## src/rtl/hcp_pkg.sv

```systemverilog
package hcp_pkg;
  localparam int NUM_CLASS = 3;
  localparam int MPS_W     = 3;
  localparam int MPS_CODES = 6;

  // completion headers one read may need: payload/64 + 1, payload = 128 << code
  function automatic logic [7:0] cpl_per_read(logic [MPS_W-1:0] code);
    return 8'((9'd2 << code) + 9'd1);
  endfunction
endpackage

```

## src/rtl/hcp_cfg_reg.sv

```systemverilog
module hcp_cfg_reg
  import hcp_pkg::*;
#(
  parameter bit REV3      = 1'b0,
  parameter int SH_W      = 9,
  parameter int RD_W      = 6,
  parameter int DEF_MAXRD = 8
) (
  input  logic             clk,
  input  logic             rst_n,
  input  logic             cfg_wr,
  input  logic [SH_W-1:0]  cfg_p_share,
  input  logic [SH_W-1:0]  cfg_np_share,
  input  logic [SH_W-1:0]  cfg_cpl_share,
  input  logic [RD_W-1:0]  cfg_max_rd,
  input  logic [MPS_W-1:0] cfg_mps,
  input  logic             busy,
  output logic [SH_W-1:0]  p_sh_q,
  output logic [SH_W-1:0]  np_sh_q,
  output logic [SH_W-1:0]  cpl_sh_q,
  output logic [RD_W-1:0]  max_rd_q,
  output logic [MPS_W-1:0] mps_q,
  output logic             err_q
);
  localparam int TOTAL   = REV3 ? 259 : 97;
  localparam int DEF_P   = TOTAL / 4;
  localparam int DEF_CPL = TOTAL - 2 * DEF_P;

  logic [SH_W+1:0]  sum;
  logic             ok;
  logic [SH_W-1:0]  p_d, np_d, cpl_d;
  logic [RD_W-1:0]  max_d;
  logic [MPS_W-1:0] mps_d;
  logic             err_d;

  always_comb begin
    sum   = (SH_W+2)'(cfg_p_share) + (SH_W+2)'(cfg_np_share) + (SH_W+2)'(cfg_cpl_share);
    ok    = (sum == (SH_W+2)'(TOTAL)) && (cfg_mps <= MPS_W'(MPS_CODES-1)) && !busy;
    p_d   = ok ? cfg_p_share   : p_sh_q;
    np_d  = ok ? cfg_np_share  : np_sh_q;
    cpl_d = ok ? cfg_cpl_share : cpl_sh_q;
    max_d = ok ? cfg_max_rd    : max_rd_q;
    mps_d = ok ? cfg_mps       : mps_q;
    err_d = !ok;
  end

  always_ff @(posedge clk or negedge rst_n) begin
    if (!rst_n) begin
      p_sh_q   <= SH_W'(DEF_P);
      np_sh_q  <= SH_W'(DEF_P);
      cpl_sh_q <= SH_W'(DEF_CPL);
      max_rd_q <= RD_W'(DEF_MAXRD);
      mps_q    <= '0;
      err_q    <= 1'b0;
    end else if (cfg_wr) begin
      p_sh_q   <= p_d;
      np_sh_q  <= np_d;
      cpl_sh_q <= cpl_d;
      max_rd_q <= max_d;
      mps_q    <= mps_d;
      err_q    <= err_d;
    end
  end
endmodule

```

## src/rtl/hcp_class_cnt.sv

```systemverilog
module hcp_class_cnt #(
  parameter int SH_W = 9
) (
  input  logic            clk,
  input  logic            rst_n,
  input  logic            arrive,
  input  logic            rel,
  input  logic [SH_W-1:0] limit,
  output logic [SH_W-1:0] count
);
  logic            dec_ok, inc_ok, en;
  logic [SH_W-1:0] after_rel, cnt_d;

  always_comb begin
    dec_ok    = rel && (count != '0);
    after_rel = count - SH_W'(dec_ok);
    inc_ok    = arrive && (after_rel < limit);
    cnt_d     = after_rel + SH_W'(inc_ok);
    en        = dec_ok || inc_ok;
  end

  always_ff @(posedge clk or negedge rst_n) begin
    if (!rst_n)  count <= '0;
    else if (en) count <= cnt_d;
  end
endmodule

```

## src/rtl/hcp_rd_gate.sv

```systemverilog
module hcp_rd_gate
  import hcp_pkg::*;
#(
  parameter int SH_W = 9,
  parameter int RD_W = 6
) (
  input  logic             clk,
  input  logic             rst_n,
  input  logic             req,
  input  logic             done,
  input  logic             blk,
  input  logic [RD_W-1:0]  max_rd,
  input  logic [SH_W-1:0]  cpl_share,
  input  logic [MPS_W-1:0] mps,
  output logic             gnt,
  output logic [RD_W-1:0]  outstanding,
  output logic [SH_W-1:0]  reserved
);
  logic [SH_W:0]   rsv, want;
  logic            done_ok, en;
  logic [RD_W-1:0] out_d;
  logic [SH_W-1:0] res_d;

  always_comb begin
    rsv     = (SH_W+1)'(cpl_per_read(mps));
    want    = {1'b0, reserved} + rsv;
    gnt     = req && !blk && (outstanding < max_rd) && (want <= {1'b0, cpl_share});
    done_ok = done && (outstanding != '0);
    out_d   = outstanding + RD_W'(gnt) - RD_W'(done_ok);
    res_d   = reserved + (gnt ? rsv[SH_W-1:0] : '0) - (done_ok ? rsv[SH_W-1:0] : '0);
    en      = gnt || done_ok;
  end

  always_ff @(posedge clk or negedge rst_n) begin
    if (!rst_n) begin
      outstanding <= '0;
      reserved    <= '0;
    end else if (en) begin
      outstanding <= out_d;
      reserved    <= res_d;
    end
  end
endmodule

```

## src/rtl/ib_hdr_credit_part.sv

```systemverilog
module ib_hdr_credit_part
  import hcp_pkg::*;
#(
  parameter bit REV3      = 1'b0,
  parameter int SH_W      = 9,
  parameter int RD_W      = 6,
  parameter int DEF_MAXRD = 8
) (
  input  logic             clk,
  input  logic             rst_n,
  input  logic             cfg_wr,
  input  logic [SH_W-1:0]  cfg_p_share,
  input  logic [SH_W-1:0]  cfg_np_share,
  input  logic [SH_W-1:0]  cfg_cpl_share,
  input  logic [RD_W-1:0]  cfg_max_rd,
  input  logic [2:0]       cfg_mps,
  output logic             cfg_err,
  output logic [SH_W-1:0]  adv_p_hdr,
  output logic [SH_W-1:0]  adv_np_hdr,
  output logic [SH_W-1:0]  adv_cpl_hdr,
  input  logic [2:0]       hdr_arrive,
  input  logic [2:0]       hdr_release,
  output logic [SH_W-1:0]  hdr_used_p,
  output logic [SH_W-1:0]  hdr_used_np,
  output logic [SH_W-1:0]  hdr_used_cpl,
  input  logic             rd_req,
  output logic             rd_gnt,
  input  logic             rd_done,
  output logic [RD_W-1:0]  rd_outstanding,
  output logic [SH_W-1:0]  cpl_reserved
);
  logic [SH_W-1:0]  p_sh_q, np_sh_q, cpl_sh_q;
  logic [RD_W-1:0]  max_rd_q;
  logic [MPS_W-1:0] mps_q;
  logic [SH_W-1:0]  lim  [NUM_CLASS];
  logic [SH_W-1:0]  used [NUM_CLASS];

  hcp_cfg_reg #(.REV3(REV3), .SH_W(SH_W), .RD_W(RD_W), .DEF_MAXRD(DEF_MAXRD)) u_cfg (
    .clk(clk), .rst_n(rst_n), .cfg_wr(cfg_wr),
    .cfg_p_share(cfg_p_share), .cfg_np_share(cfg_np_share), .cfg_cpl_share(cfg_cpl_share),
    .cfg_max_rd(cfg_max_rd), .cfg_mps(cfg_mps), .busy(rd_outstanding != '0),
    .p_sh_q(p_sh_q), .np_sh_q(np_sh_q), .cpl_sh_q(cpl_sh_q),
    .max_rd_q(max_rd_q), .mps_q(mps_q), .err_q(cfg_err)
  );

  assign lim[0] = p_sh_q;
  assign lim[1] = np_sh_q;
  assign lim[2] = cpl_sh_q;

  for (genvar c = 0; c < NUM_CLASS; c++) begin : g_cls
    hcp_class_cnt #(.SH_W(SH_W)) u_cnt (
      .clk(clk), .rst_n(rst_n), .arrive(hdr_arrive[c]), .rel(hdr_release[c]),
      .limit(lim[c]), .count(used[c])
    );
  end

  hcp_rd_gate #(.SH_W(SH_W), .RD_W(RD_W)) u_rd (
    .clk(clk), .rst_n(rst_n), .req(rd_req), .done(rd_done), .blk(cfg_wr),
    .max_rd(max_rd_q), .cpl_share(cpl_sh_q), .mps(mps_q),
    .gnt(rd_gnt), .outstanding(rd_outstanding), .reserved(cpl_reserved)
  );

  assign adv_p_hdr    = p_sh_q;
  assign adv_np_hdr   = np_sh_q;
  assign adv_cpl_hdr  = '0;
  assign hdr_used_p   = used[0];
  assign hdr_used_np  = used[1];
  assign hdr_used_cpl = used[2];
endmodule

```

## config.mk

```make
export PLATFORM = sky130hd
export DESIGN_NAME = ib_hdr_credit_part
export DESIGN_NICKNAME = d
export VERILOG_FILES = /design/src/rtl/hcp_pkg.sv /design/src/rtl/hcp_cfg_reg.sv /design/src/rtl/hcp_class_cnt.sv /design/src/rtl/hcp_rd_gate.sv /design/src/rtl/ib_hdr_credit_part.sv
export SDC_FILE = /design/constraint.sdc
export NUM_CORES = 1
export LEC_CHECK = 0
export ABC_AREA = 0
export BUFFER_PORTS_ARGS = -buffer_cell sky130_fd_sc_hd__buf_2
export CORE_UTILIZATION = 34
export DETAILED_ROUTE_END_ITERATION = 10
export PLACE_DENSITY = 0.64
export REMOVE_ABC_BUFFERS = 1
export SETUP_SLACK_MARGIN = 0.5
export SYNTH_ARGS = -nofsm -noshare
export SYNTH_HDL_FRONTEND = slang
export SYNTH_HIERARCHICAL = 1
export SYNTH_SLANG_ARGS = --single-unit
```

## constraint.sdc

```tcl
create_clock -name clk -period 5.5 [get_ports clk]
set_input_delay 0.275 -clock clk [delete_from_list [all_inputs] [get_ports clk]]
set_output_delay 0.275 -clock clk [all_outputs]
set_load 0.03 [all_outputs]
```

Word level (Yosys, flattened, before mapping)
Cells that the tools add are included.
{ "word_totals": {"inputBits": 47, "ff_bits": 79, "word_cells": 59, "output_inout_bits": 71} }
{ "op_classes": {"n_shift": 1, "reduce_logical": 24, "eq_ne": 1, "muxes": 2, "magnitude_cmp": 6, "add_sub_neg": 14} }
{ "op_table": {"columns": ["operator", "n"], "rows": [
  ["9-bit by 1-bit adder with 9-bit output", 3],
  ["9-bit less-than comparator", 3],
  ["9-bit nonzero test", 3],
  ["9-bit by 1-bit subtractor with 9-bit output", 3],
  ["8-bit two-way mux", 2],
  ["1-bit logical AND", 12],
  ["11-bit by 9-bit adder with 11-bit output", 1],
  ["11-bit by 7-bit == test with 1-bit output, second input constant", 1],
  ["9-bit by 8-bit adder with 10-bit output", 1],
  ["9-bit by 9-bit adder with 10-bit output", 1],
  ["10-bit by 9-bit less-or-equal comparator with 1-bit output", 1],
  ["9-bit adder", 1],
  ["9-bit subtractor", 1],
  ["8-bit by 1-bit adder with 8-bit output, second input constant", 1],
  ["2-bit by 3-bit left shift with 8-bit output, first input constant", 1],
  ["6-bit by 1-bit adder with 6-bit output", 1],
  ["6-bit less-than comparator", 1],
  ["6-bit nonzero test", 1],
  ["6-bit by 1-bit subtractor with 6-bit output", 1],
  ["1-bit logical OR", 4],
  ["3-bit less-or-equal comparator, second input constant", 1],
  ["1-bit logical NOT", 3],
  ["2-bit AND reduction", 1]
]} }

Depth between registers and ports, before layout
Gate-level depths: netlist of run 1.
{ "depth": {"depth_word": 8, "depth_mapped": 22} }

Hierarchy
Netlist of run 1, hierarchy kept.
{ "modules_own_cells": {"columns": ["module", "seq_area_each_um2", "cells_each", "area_each_um2", "instances"], "rows": [
  ["hcp_rd_gate", 375.4, 261, 2202.1, 1],
  ["hcp_class_cnt (g_cls[0].u_cnt ...)", 225.2, 121, 1047.3, 2],
  ["hcp_cfg_reg", 935.9, 135, 2067.0, 1],
  ["hcp_class_cnt (g_cls[1].u_cnt)", 225.2, 121, 1048.5, 1],
  ["ib_hdr_credit_part", 0.0, 13, 85.1, 1]
]} }

Worst setup path after synthesis of run 1
Ideal clock, no wire load.
{ "synth_timing": {"path_kind": "register -> register", "from": "register u_cfg.mps_q[1]", "to": "register u_rd.reserved[8]", "t_arrival_ps": 4960, "path_buffers": 0, "stages_incl_launch_ff": 21, "slack_ps": 419, "setup_ps": 122, "path_cell_list": "dfrtp_1 > nor3_1 > ha_1 > a21o_1 > a311o_2 > a21oi_1 > xnor2_1 > ha_1 > nand4_1 > a21oi_1 > o211a_1 > o221ai_1 > nand3_1 > fa_1 > inv_1 > fa_1 > a21oi_1 > o22ai_1 > o41ai_1 > xnor2_1 > a32o_1"} }
{ "synth_via": {"elab_chain_cells": 8, "word_cells_on_any_way": 10, "classes_between": "4 x add/sub; 1 x order compare; 1 x shift; 2 x mux; 2 x reduce/logical"} }
{ "synth_rtl": {"columns": ["element", "line", "text"], "rows": [
  ["from (decl)", "hcp_cfg_reg.sv:22", "output logic [MPS_W-1:0] mps_q,"],
  ["from (signal assigned)", "hcp_cfg_reg.sv:60", "mps_q <= mps_d;"],
  ["2-bit by 3-bit left shift with 8-bit output *", "hcp_pkg.sv:8", "return 8'((9'd2 << code) + 9'd1);"],
  ["8-bit by 1-bit adder with 8-bit output *", "hcp_pkg.sv:8", null],
  ["9-bit by 8-bit adder with 10-bit output", "hcp_rd_gate.sv:26", "want = {1'b0, reserved} + rsv;"],
  ["10-bit by 9-bit less-or-equal comparator with 1-bit output", "hcp_rd_gate.sv:27", "gnt = req && !blk && (outstanding < max_rd) && (want <= {1'b0, cpl_share});"],
  ["1-bit logical AND", "hcp_rd_gate.sv:27", null],
  ["8-bit two-way mux", "hcp_rd_gate.sv:30", "res_d = reserved + (gnt ? rsv[SH_W-1:0] : '0) - (done_ok ? rsv[SH_W-1:0] : '0);"],
  ["9-bit adder", "hcp_rd_gate.sv:30", null],
  ["9-bit subtractor", "hcp_rd_gate.sv:30", null],
  ["to (signal assigned)", "hcp_rd_gate.sv:40", "reserved <= res_d;"],
  ["to (decl)", "hcp_rd_gate.sv:17", "output logic [SH_W-1:0] reserved"]
]} }
Mark *: on every way between the ends. The rest lies on a longest branch, timed or not.
A chain may end at the register's enable or synchronous reset.

Worst setup path in the final report of run 1
{ "layout_timing": {"from": "register u_cfg.mps_q[0]", "to": "register u_rd.reserved[8]"} }
The elaborated chain is that of the path after synthesis.

==> flow_summary_export.csv, run 1 <==
group,metric,value,unit
logic_synthesis,synth_top_area_cell,"dfrtp_1",
route,drc,0,
route,drt_iter0_drc,293,
cts,cts.sinks,79,
sta,finClkSkew,9.252,ps
logic_synthesis,ys_warn_count,6,
worst_setup_path,cp_cell_sequence,"nor3b_2, ha_1, and2_1, a311o_2, a21oi_2, xnor2_1, ha_1, nand4_1, a21oi_1, o211a_1, o221ai_2, buf_6, nand2_1, ha_1, ha_1, fa_2, a21oi_4, o22ai_1, o41ai_2, xnor2_1, a32o_1",
place,dp.final_hpwl,14690,µm
layout,nets,1032,
cts,clockBufferDepth,2,
sta,finalCriticalPeriod,4835,ps
cts,cts_buffers,9,
floorplanning,die_h,150.5,µm
power_and_ir_drop,ir_worst_vdd,0.0002958,V
place,pre_cts_ws,288.1,ps
cts,clkTransAtPathRegs,60,ps
sta,timing.slew.headroom,0.3506,
worst_setup_path,slowest_stage,"dfrtp_2",
logic_synthesis,yosys-top-cells-area,"dfrtp_1 (24%), ha_1 (14%), mux2_4 (6.4%), fa_1 (5.3%), inv_1 (4.9%)",
worst_setup_path,start_kind,"flip-flop",
logic_synthesis,yosysMostFrequentCell,"inv_1",
power_and_ir_drop,netSwitchingFraction,0.4819,
place,gp_congestion,0.9014,
cts,clockRootBuffer,"clkbuf_16",
logic_synthesis,yosysSeqAreaShare,0.2650,
sta,holdWs,164.1,ps
power_and_ir_drop,p_int,0.002436,W
logic_synthesis,postSynthAreaPerCell,9.711,µm²
layout,fin_util,0.4134,
route,viasPerCell,5.045,
worst_setup_path,cp-end-kind,"flip-flop",
sta,tns,0,ps
power_and_ir_drop,power_switching,0.002265,W
global_route,grt_max_degree,51,
worst_setup_path,cpLargestDelayFamily,"compound AO/OA/AOI/OAI gates",
global_route,track_usage,0.1696,
route,vias,5877,
logic_synthesis,synthTopCellsByCount,"inv_1 (98), ha_1 (84), dfrtp_1 (71)",
layout,area_growth,17.37,%
flow_run,cap_violations,0,
worst_setup_path,critPathRequiredTime,5730,ps
floorplanning,fp.dieW,150.5,µm
sta,period_share,0.8790,
worst_setup_path,cp_max_fo,8,
cts,htreeDepth,3,
logic_synthesis,netlist-cell-type-count,71,
place,place.port_buffers,108,
sta,max_freq,206.8,MHz
sta,worst_pin_slew,974.1,ps
global_route,grt_pass1_wl,29770,µm
worst_setup_path,path_common_cell,"ha_1",
route,detail-route-antenna-nets,0,
sta,finalHoldViolations,0,
route,drtPass1Iterations,5,
sta,fin_ws,665.4,ps
cts,clk_latency,340,ps
global_route,grt_overflow,0,
logic_synthesis,yosys.area.top_type_share,0.2370,
cts,cts_tree,"yes",
worst_setup_path,arrival,5060,ps
worst_setup_path,worst_path_largest_cell_delay,480,ps
floorplanning,dieArea,0.02265,mm²
worst_setup_path,worstSetupPathType,"flip-flop to flip-flop",
logic_synthesis,ys_seq_elements,79,
global_route,grt_antenna_before_repair,6,
sta,rsz0062_at_grt,"no",
floorplanning,ios,118,
floorplanning,core.rowCount,53,
power_and_ir_drop,power_density,534.2,mW/mm²
global_route,grt_pass1_vias,5654,
logic_synthesis,synth_area,0.007497,mm²
sta,slew_violations,0,
route,wire_per_inst,15.98,µm
outcome,outcome,"completed",
power_and_ir_drop,comb_power_share,0.628,
power_and_ir_drop,clkPwrFrac,0.147,
layout,drive_gt1_frac,0.2968,
power_and_ir_drop,leakagePower,4.060,nW
route,postRouteWirelength,18610,µm
sta,setup_violations,0,
worst_hold_path,min_path_type,"input port to flip-flop",
floorplanning,start_util,0.3522,
logic_synthesis,synthArstFlopShare,1.000,
floorplanning,core_area,0.02129,mm²
logic_synthesis,syn-instance-count,772,
logic_synthesis,ys.flop_type,"dfrtp_1",
worst_setup_path,cp_num_buf_inv,1,
logic_synthesis,synth_edf_count,0,
power_and_ir_drop,seqPwrFrac,0.225,
==> registers in the layout (all words and copies together), names as in the netlist <==
signal	count
u_cfg/err_q	1
u_cfg/np_sh_q	9
u_cfg/cpl_sh_q	9
u_rd/outstanding	6
u_cfg/mps_q	3
g_cls.u_cnt/count	27
u_rd/reserved	9
u_cfg/max_rd_q	6
u_cfg/p_sh_q	9
==> layout by cell type, fill, tap and decap left out, types with 12 or more instances in the layout <==
cell / Yosys / final
a21o_1: 13 / 13
a21oi_1: 38 / 33
buf_2: 9 / 107
dfrtp_1: 71 / 61
fa_1: 20 / 19
ha_1: 84 / 78
inv_1: 98 / 98
mux2_4: 32 / 32
nand2_1: 40 / 40
nand2b_1: 19 / 19
nand3_1: 13 / 13
nand4_1: 12 / 12
nor2_1: 30 / 30
nor2_2: 12 / 12
o21ai_0: 19 / 17
xnor2_1: 30 / 30
xor2_1: 36 / 36
==> final timing paths <==
check / slack [ps] / end / cells after the start / startpoint
worst max-delay path: 670 / u_rd/reserved[8]$_DFFE_PN0P_ / 21 / u_cfg/mps_q[0]$_DFFE_PN0P_
worst min-delay path: 160 / u_cfg/max_rd_q[2]$_DFFE_PN0P_ / 2 / cfg_max_rd[2]
worst max register to register: 670 / u_rd/reserved[8]$_DFFE_PN0P_ / 21 / u_cfg/mps_q[0]$_DFFE_PN0P_
worst min register to register: 510 / u_cfg/max_rd_q[5]$_DFFE_PN0P_ / 1 / u_cfg/max_rd_q[5]$_DFFE_PN0P_
max in group asynchronous: 4020 / g_cls[1].u_cnt/count[6]$_DFFE_PN0P_ / 3 / rst_n
min in group asynchronous: 410 / g_cls[0].u_cnt/count[3]$_DFFE_PN0P_ / 2 / rst_n
==> per-stage QoR <==
| step | power [W] | instance area, µm² | cells |
|---|---|---|---|
| floorplan | 0.003135 | 7313 | 750 |
| global placement | 0.003801 | 8260 | 1141 |
| detailed placement | 0.003845 | 8260 | 1141 |
| CTS | 0.004590 | 8655 | 1159 |
| global route | 0.005114 | 8792 | 1162 |
| finish | 0.004701 | 8800 | 1165 |
==> metal layers <==
layer,up-vias,share of wire,routed length (µm),global-route usage
li1,2897,-,-,-
met1,2823,0.48,8924,0.2391
met2,137,0.46,8483,0.2590
met3,16,0.054,998,0.04030
met4,4,0.0098,183,0.04091
met5,-,0.0012,22,0
==> kinds of logic (layout without fill, tap and decap cells) <==
logic type      after synthesis  in the layout  synth area share
xor+xnor                     66             66           0.07710
mux                          45             45           0.08328
compound gates              158            158            0.1569
flops                        79             79            0.2650
simple gates                191            191            0.1460
buf+inv                     128            234           0.07760
other cells                   1             13         0.0005002
fa+ha+maj                   104            104            0.1936
==> power by group through the flow <==
stage / clock, W / sequential (W) / combinational, W
global placement: 0 / 0.00105 / 0.00275
CTS: 0.000712 / 0.00105 / 0.00283
global route: 0.000739 / 0.00109 / 0.00328
detailed placement: 0 / 0.00106 / 0.00279
floorplan: 0 / 0.00130 / 0.00184
finish: 0.000689 / 0.00106 / 0.00295
==> area by class of cell <==
cell class,instances,area [µm²]
clock buffers,12,266.5
diodes,4,10.01
multi-input cells,573,5096
well taps,275,344.1
clock inverters,4,76.32
repair buffers,120,639.4
flip-flops and latches,79,1999
fillers,2095,12490
inverters,98,367.9
==> timing repair <==
action	4_1_cts	5_1_grt
endpoints found under the hold margin	27	0
pin swaps	1	7
gates resized for setup	9	33
setup buffers	1	2
setup endpoints to repair	2	19
hold buffers	1	0
Power figures use the tool's default switching activity.
==> inputs of run 2 (changes only) <==
Settings changed: BUFFER_PORTS_ARGS -buffer_cell sky130_fd_sc_hd__buf_2 to -buffer_cell sky130_fd_sc_hd__clkbuf_2, PLACE_DENSITY 0.64 to 0.65, SYNTH_HIERARCHICAL 1 to not set.
==> flow_summary_export.csv, run 2 <==
group,metric,value,unit
worst_setup_path,worst_path_largest_cell_delay,550,ps
logic_synthesis,synthXorXnorAreaFrac,0.1050,
floorplanning,start_util,0.3463,
logic_synthesis,synth_top_area_cell,"dfrtp_1",
cts,cts_buffers,9,
power_and_ir_drop,ir_worst_vdd,0.0002596,V
worst_setup_path,r2r_setup_slack,320,ps
route,wire_per_inst,14.71,µm
route,drtPass1Iterations,4,
floorplanning,die_h,145.6,µm
sta,tns,0,ps
sta,setup_violations,0,
logic_synthesis,yosys-top-cells-area,"dfrtp_1 (25%), ha_1 (17%), mux2_4 (6.2%), xnor2_1 (5.4%), xor2_1 (5.1%)",
cts,cts_tree,"yes",
layout,final_cell_mix,"clkbuf_2 (107), ha_1 (89), inv_1 (88), dfrtp_1 (61), nand2_1 (53)",
global_route,grt_pass1_vias,5492,
route,viasPerCell,4.832,
global_route,track_usage,0.1641,
logic_synthesis,synth_edf_count,0,
logic_synthesis,yosysMostFrequentCell,"ha_1",
layout,fin_cells,1146,
place,placed_area,0.007848,mm²
worst_setup_path,cp_max_fo,3,
route,drt_iter0_drc,167,
route,postRouteWirelength,16850,µm
layout,nets,1023,
floorplanning,core_area,0.02023,mm²
route,detail-route-antenna-nets,0,
worst_setup_path,arrival,5390,ps
logic_synthesis,yosys.area.top_type_share,0.2535,
layout,area_growth,20.51,%
worst_setup_path,critPathRequiredTime,5700,ps
sta,finalCriticalPeriod,5184,ps
cts,clockBufferDepth,2,
global_route,top_usage_layer,"met2",
floorplanning,ios,118,
global_route,grt_pass1_wl,27620,µm
logic_synthesis,synthTopCellsByCount,"ha_1 (94), inv_1 (91), dfrtp_1 (71)",
worst_setup_path,cp-end-kind,"flip-flop",
global_route,grt_max_degree,52,
route,drc,0,
route,vias,5538,
place,dp_cells,1114,
layout,drive_gt1_frac,0.2834,
worst_hold_path,min_path_type,"input port to flip-flop",
sta,finalHoldViolations,0,
worst_setup_path,worstSetupPathType,"flip-flop to flip-flop",
layout,largest_reg_flops,27,
place,gp_congestion,0.8367,
sta,timing.slew.headroom,0.4084,
logic_synthesis,synth_fa_ha_area_frac,0.2021,
sta,period_share,0.9426,
logic_synthesis,synth.area.mux_share,0.08588,
global_route,grt_overflow,0,
cts,htreeDepth,3,
sta,finClkSkew,9.451,ps
sta,max_freq,192.9,MHz
logic_synthesis,netlist-cell-type-count,50,
logic_synthesis,synth_area,0.007008,mm²
layout,multi_input_area,0.004682,mm²
logic_synthesis,synth_compound_area_frac,0.1130,
floorplanning,fp.dieW,145.6,µm
sta,worst_pin_slew,887.4,ps
place,place.port_buffers,108,
worst_setup_path,start_kind,"flip-flop",
worst_setup_path,slowest_stage,"fa_1",
floorplanning,core.rowCount,52,
cts,clockRootBuffer,"clkbuf_16",
global_route,grt_antenna_before_repair,1,
sta,holdWs,155.3,ps
logic_synthesis,syn-instance-count,746,
flow_run,cap_violations,0,
logic_synthesis,postSynthAreaPerCell,9.394,µm²
worst_setup_path,path_common_cell,"o21ai_2",
cts,clk_latency,350,ps
logic_synthesis,synth-simple-area-share,0.1360,
global_route,use_met3,0.04013,
layout,regArea,0.001999,mm²
sta,rsz0062_at_grt,"yes",
floorplanning,dieArea,0.02119,mm²
cts,clkTransAtPathRegs,60,ps
global_route,use_met1,0.2105,
layout,final_area,0.008446,mm²
logic_synthesis,synthArstFlopShare,1.000,
power_and_ir_drop,leakagePower,4.093,nW
layout,top_register,"g_cls.u_cnt.count",
logic_synthesis,ys.flop_type,"dfrtp_1",
layout,layout_commonest_cell,"clkbuf_2",
outcome,outcome,"completed",
layout,fillers,2007,
global_route,globalRouteMet2Util,0.2702,
logic_synthesis,ys_seq_elements,79,
power_and_ir_drop,power_density,505.8,mW/mm²
place,dp.final_hpwl,12940,µm
logic_synthesis,yosysSeqAreaShare,0.2835,
cts,cts.sinks,79,
logic_synthesis,synth_top_family_by_area,"adder cells",
sta,slew_violations,0,
logic_synthesis,ys_warn_count,0,
-- run 2: report_power, final --
group / internal (W) / switching, W
sequential: 0.000747 / 0.000261
clock: 0.000400 / 0.000264
combinational: 0.00112 / 0.00148
total: 0.00226 / 0.00201
-- run 2: through the flow --
stage                     setup slack (ps)    util  power [W]
after detailed placement            -154.9  0.3878   0.003438
after CTS                            358.5  0.4110   0.004216
after global placement               32.13  0.3878   0.003378
after global routing                 33.35  0.4173   0.004676
after floorplan                     -313.8       -   0.002803
final                                315.5  0.4174   0.004272
-- run 2: cells by family after synthesis --
group / count (synthesis)
AOI/OAI and AO/OA: 124
muxes: 44
DFF: 79
xor gates and xnor gates: 84
adders and majority gates: 106
buffers and inverters: 123
other: 1
and+or+nand+nor: 185
-- run 2: final cells by class --
| type | instances | share of cell area |
|---|---|---|
| Antenna cell | 1 | 0.0002963 |
| Clock buffer | 11 | 0.02756 |
| Clock inverter | 5 | 0.009778 |
| Inverter | 91 | 0.04044 |
| Multi-Input combinational cell | 552 | 0.5544 |
| Sequential cell | 79 | 0.2367 |
| Tap cell | 270 | 0.04000 |
| Timing Repair Buffer | 137 | 0.09081 |
-- run 2: layer usage --
layer | share of wire | vias to the layer above
li1 | - | 2797
met1 | 0.47 | 2623
met2 | 0.47 | 98
met3 | 0.044 | 20
met4 | 0.019 | 0
met5 | 0 | -
-- run 2: path summary, 6_finish.rpt --
kind | to | start | depth (start not counted)
setup / recovery | u_rd.reserved[8]$_DFFE_PN0P_ | u_cfg.mps_q[0]$_DFFE_PN0P_ | 27
hold / removal | u_cfg.max_rd_q[4]$_DFFE_PN0P_ | cfg_max_rd[4] | 2
setup reg to reg | u_rd.reserved[8]$_DFFE_PN0P_ | u_cfg.mps_q[0]$_DFFE_PN0P_ | 27
hold reg to reg | u_cfg.err_q$_DFFE_PN0P_ | u_cfg.err_q$_DFFE_PN0P_ | 1
max in group asynchronous | u_cfg.mps_q[1]$_DFFE_PN0P_ | rst_n | 3
min in group asynchronous | g_cls[1].u_cnt.count[6]$_DFFE_PN0P_ | rst_n | 2
-- run 2: repair_timing --
action                                  in CTS  in global routing
endpoints found under the hold margin       24                  0
hold buffers                                 1                  0
endpoints found under the setup margin       9                 18
pin swaps                                   20                 27
resized for setup                           27                 25
setup buffers                                7                  7
-- run 2: critical path: cells and delay by family, from the launching register on --
kind / cells / cell delay [ps]
compound gates: 14 / 2040
fa+ha+maj: 4 / 1390
simple gates: 5 / 660
flops: 1 / 430
xor+xnor: 2 / 280
buf+inv: 2 / 240
==> inputs of run 3 (changes only) <==
Settings changed: ABC_CLOCK_PERIOD_IN_PS set to 5500, CAP_MARGIN set to 20, PLACE_DENSITY 0.65 to 0.64, SYNTH_HIERARCHICAL set to 1.
==> flow_summary_export.csv, run 3 (synthesis gave the netlist of run 1 again) <==
group,metric,value,unit
worst_hold_path,hold_path_depth,2,
cts,clockRootBuffer,"clkbuf_16",
cts,clk_latency,340,ps
worst_setup_path,cp-end-kind,"flip-flop",
floorplanning,core.rowCount,53,
place,gp_congestion,0.9041,
worst_setup_path,r2r_setup_slack,630,ps
sta,setup_violations,0,
sta,finClkSkew,10.83,ps
cts,cts_tree,"yes",
layout,drive_gt1_frac,0.3011,
floorplanning,ios,118,
sta,rsz0062_at_grt,"yes",
cts,cts_buffers,9,
global_route,grt_antenna_before_repair,5,
route,drt_iter0_drc,324,
global_route,grt_pass1_vias,5740,
place,place.port_buffers,108,
layout,fillers,2084,
route,vias,5954,
worst_setup_path,r2r_start,"u_cfg/mps_q[1]$_DFFE_PN0P_",
worst_hold_path,hold_start,"cfg_max_rd[0]",
layout,layout_commonest_cell,"clkbuf_2",
layout,final_cell_mix,"clkbuf_2 (107), inv_1 (97), ha_1 (80), dfrtp_1 (61), nand2_1 (40)",
layout,fin_util,0.4130,
sta,finalCriticalPeriod,4874,ps
flow_run,cap_violations,0,
worst_setup_path,worst_path_largest_cell_delay,520,ps
worst_setup_path,cpLargestDelayFamily,"compound AO/OA/AOI/OAI gates",
route,postRouteWirelength,18760,µm
worst_setup_path,path_common_cell,"ha_1",
sta,tns,0,ps
floorplanning,fp.dieW,150.5,µm
global_route,grt_max_degree,51,
worst_setup_path,worst_r2r_path_depth,22,
layout,nets,1036,
global_route,grt_pass1_wl,30250,µm
power_and_ir_drop,power_density,530.8,mW/mm²
worst_setup_path,cp_max_fo,8,
route,detail-route-antenna-nets,0,
route,viasPerCell,5.102,
floorplanning,die_h,150.5,µm
layout,largest_reg_flops,27,
sta,slew_violations,0,
worst_setup_path,start_kind,"flip-flop",
floorplanning,start_util,0.3522,
sta,finalHoldViolations,0,
worst_setup_path,slowest_stage,"fa_1",
worst_hold_path,holdPathEnd,"u_cfg/max_rd_q[0]$_DFFE_PN0P_",
worst_setup_path,timing.rr.end,"u_rd/reserved[8]$_DFFE_PN0P_",
power_and_ir_drop,leakagePower,4.062,nW
cts,cts.sinks,79,
floorplanning,core_area,0.02129,mm²
sta,max_freq,205.2,MHz
worst_setup_path,cp_num_buf_inv,3,
global_route,track_usage,0.1733,
cts,clockBufferDepth,2,
global_route,grt_overflow,0,
worst_hold_path,min_path_type,"input port to flip-flop",
floorplanning,dieArea,0.02265,mm²
worst_setup_path,cp_cell_sequence,"nor3b_2, ha_1, and2_1, a311o_2, a21oi_2, xnor2_1, ha_1, nand4_1, a21oi_1, o211a_1, o221ai_2, buf_4, buf_4, nand3_1, fa_1, inv_1, ha_1, nand3_1, o221ai_2, a21oi_2, mux2i_1, a32o_1",
sta,timing.slew.headroom,0.3375,
route,drtPass1Iterations,7,
worst_setup_path,arrival,5100,ps
route,wire_per_inst,16.08,µm
sta,worst_pin_slew,993.8,ps
power_and_ir_drop,ir_worst_vdd,0.0004495,V
cts,htreeDepth,3,
power_and_ir_drop,p_total,0.004666,W
cts,clkTransAtPathRegs,70,ps
worst_setup_path,critPathRequiredTime,5720,ps
layout,top_register,"g_cls.u_cnt/count",
worst_setup_path,worstSetupPathType,"flip-flop to flip-flop",
layout,area_growth,17.27,%
outcome,outcome,"completed",
route,drc,0,
place,dp.final_hpwl,14590,µm
sta,period_share,0.8861,
-- run 3: changes by cell type in the layout (fill, tap and decap cells not counted), moves of 9 or more --
cell and change:
nor2_2 +12, nand2b_1 +11, inv_1 +9, fa_1 +9
nor3_1 -11, ha_1 -9, xnor2_1 -13, buf_4 -12
nand2_1 -13
-- run 3: worst max path at each step --
stage                               startpoint                            to  slack, ps  cells past startpoint
CTS                 u_cfg/mps_q[1]$_DFFE_PN0P_  u_rd/reserved[8]$_DFFE_PN0P_        530                     19
global placement    u_cfg/mps_q[1]$_DFFE_PN0P_  u_rd/reserved[8]$_DFFE_PN0P_        380                     20
finish              u_cfg/mps_q[1]$_DFFE_PN0P_  u_rd/reserved[8]$_DFFE_PN0P_        630                     22
floorplan           u_cfg/mps_q[1]$_DFFE_PN0P_  u_rd/reserved[8]$_DFFE_PN0P_        420                     20
global route        u_cfg/mps_q[0]$_DFFE_PN0P_  u_rd/reserved[8]$_DFFE_PN0P_        400                     22
detailed placement  u_cfg/mps_q[1]$_DFFE_PN0P_  u_rd/reserved[8]$_DFFE_PN0P_        220                     20
-- run 3: area by class of cell --
type	instances	area [µm²]	area share
sequential	79	1999	0.2274
antenna	2	5.005	0.0005692
clock inverter	5	56.30	0.006404
multi-input combinational	573	5101	0.5802
inverter	98	367.9	0.04184
tap	275	344.1	0.03913
timing repair buffer	124	665.6	0.07571
clock buffer	11	252.7	0.02875
-- run 3: report_power, final --
group	internal, W	total, W	switching (W)
registers	0.000752	0.00107	0.000314
logic	0.00125	0.00297	0.00172
clock network	0.000376	0.000631	0.000255
total	0.00238	0.00467	0.00229
-- run 3: stage by stage --
step           hold WS [ps]  cells  area (µm²)  setup slack, ps
3_3_place_gp          245.8   1141        8260            378.1
3_5_place_dp          242.4   1141        8260            216.2
2_1_floorplan        -20.59    750        7313            418.8
5_1_grt               152.7   1165        8787            399.7
4_1_cts               148.7   1161        8643            525.3
6_report              164.0   1167        8792            626.3
-- run 3: routing by layer --
layer  GRT usage  vias to the layer above  routed length [µm]
met5           0                        -                  25
met3     0.03485                       25                 995
met1      0.2443                     2871                9015
met4     0.05152                        4                 286
met2      0.2654                      155                8437
li1            -                     2899                   -
-- run 3: timing repair --
action | CTS | global route
buffers inserted | 3 | 4
endpoints found under the setup margin | 3 | 22
hold endpoints to repair | 27 | 0
gates resized for setup | 11 | 32
hold buffers | 1 | 0
pin swaps | 4 | 9
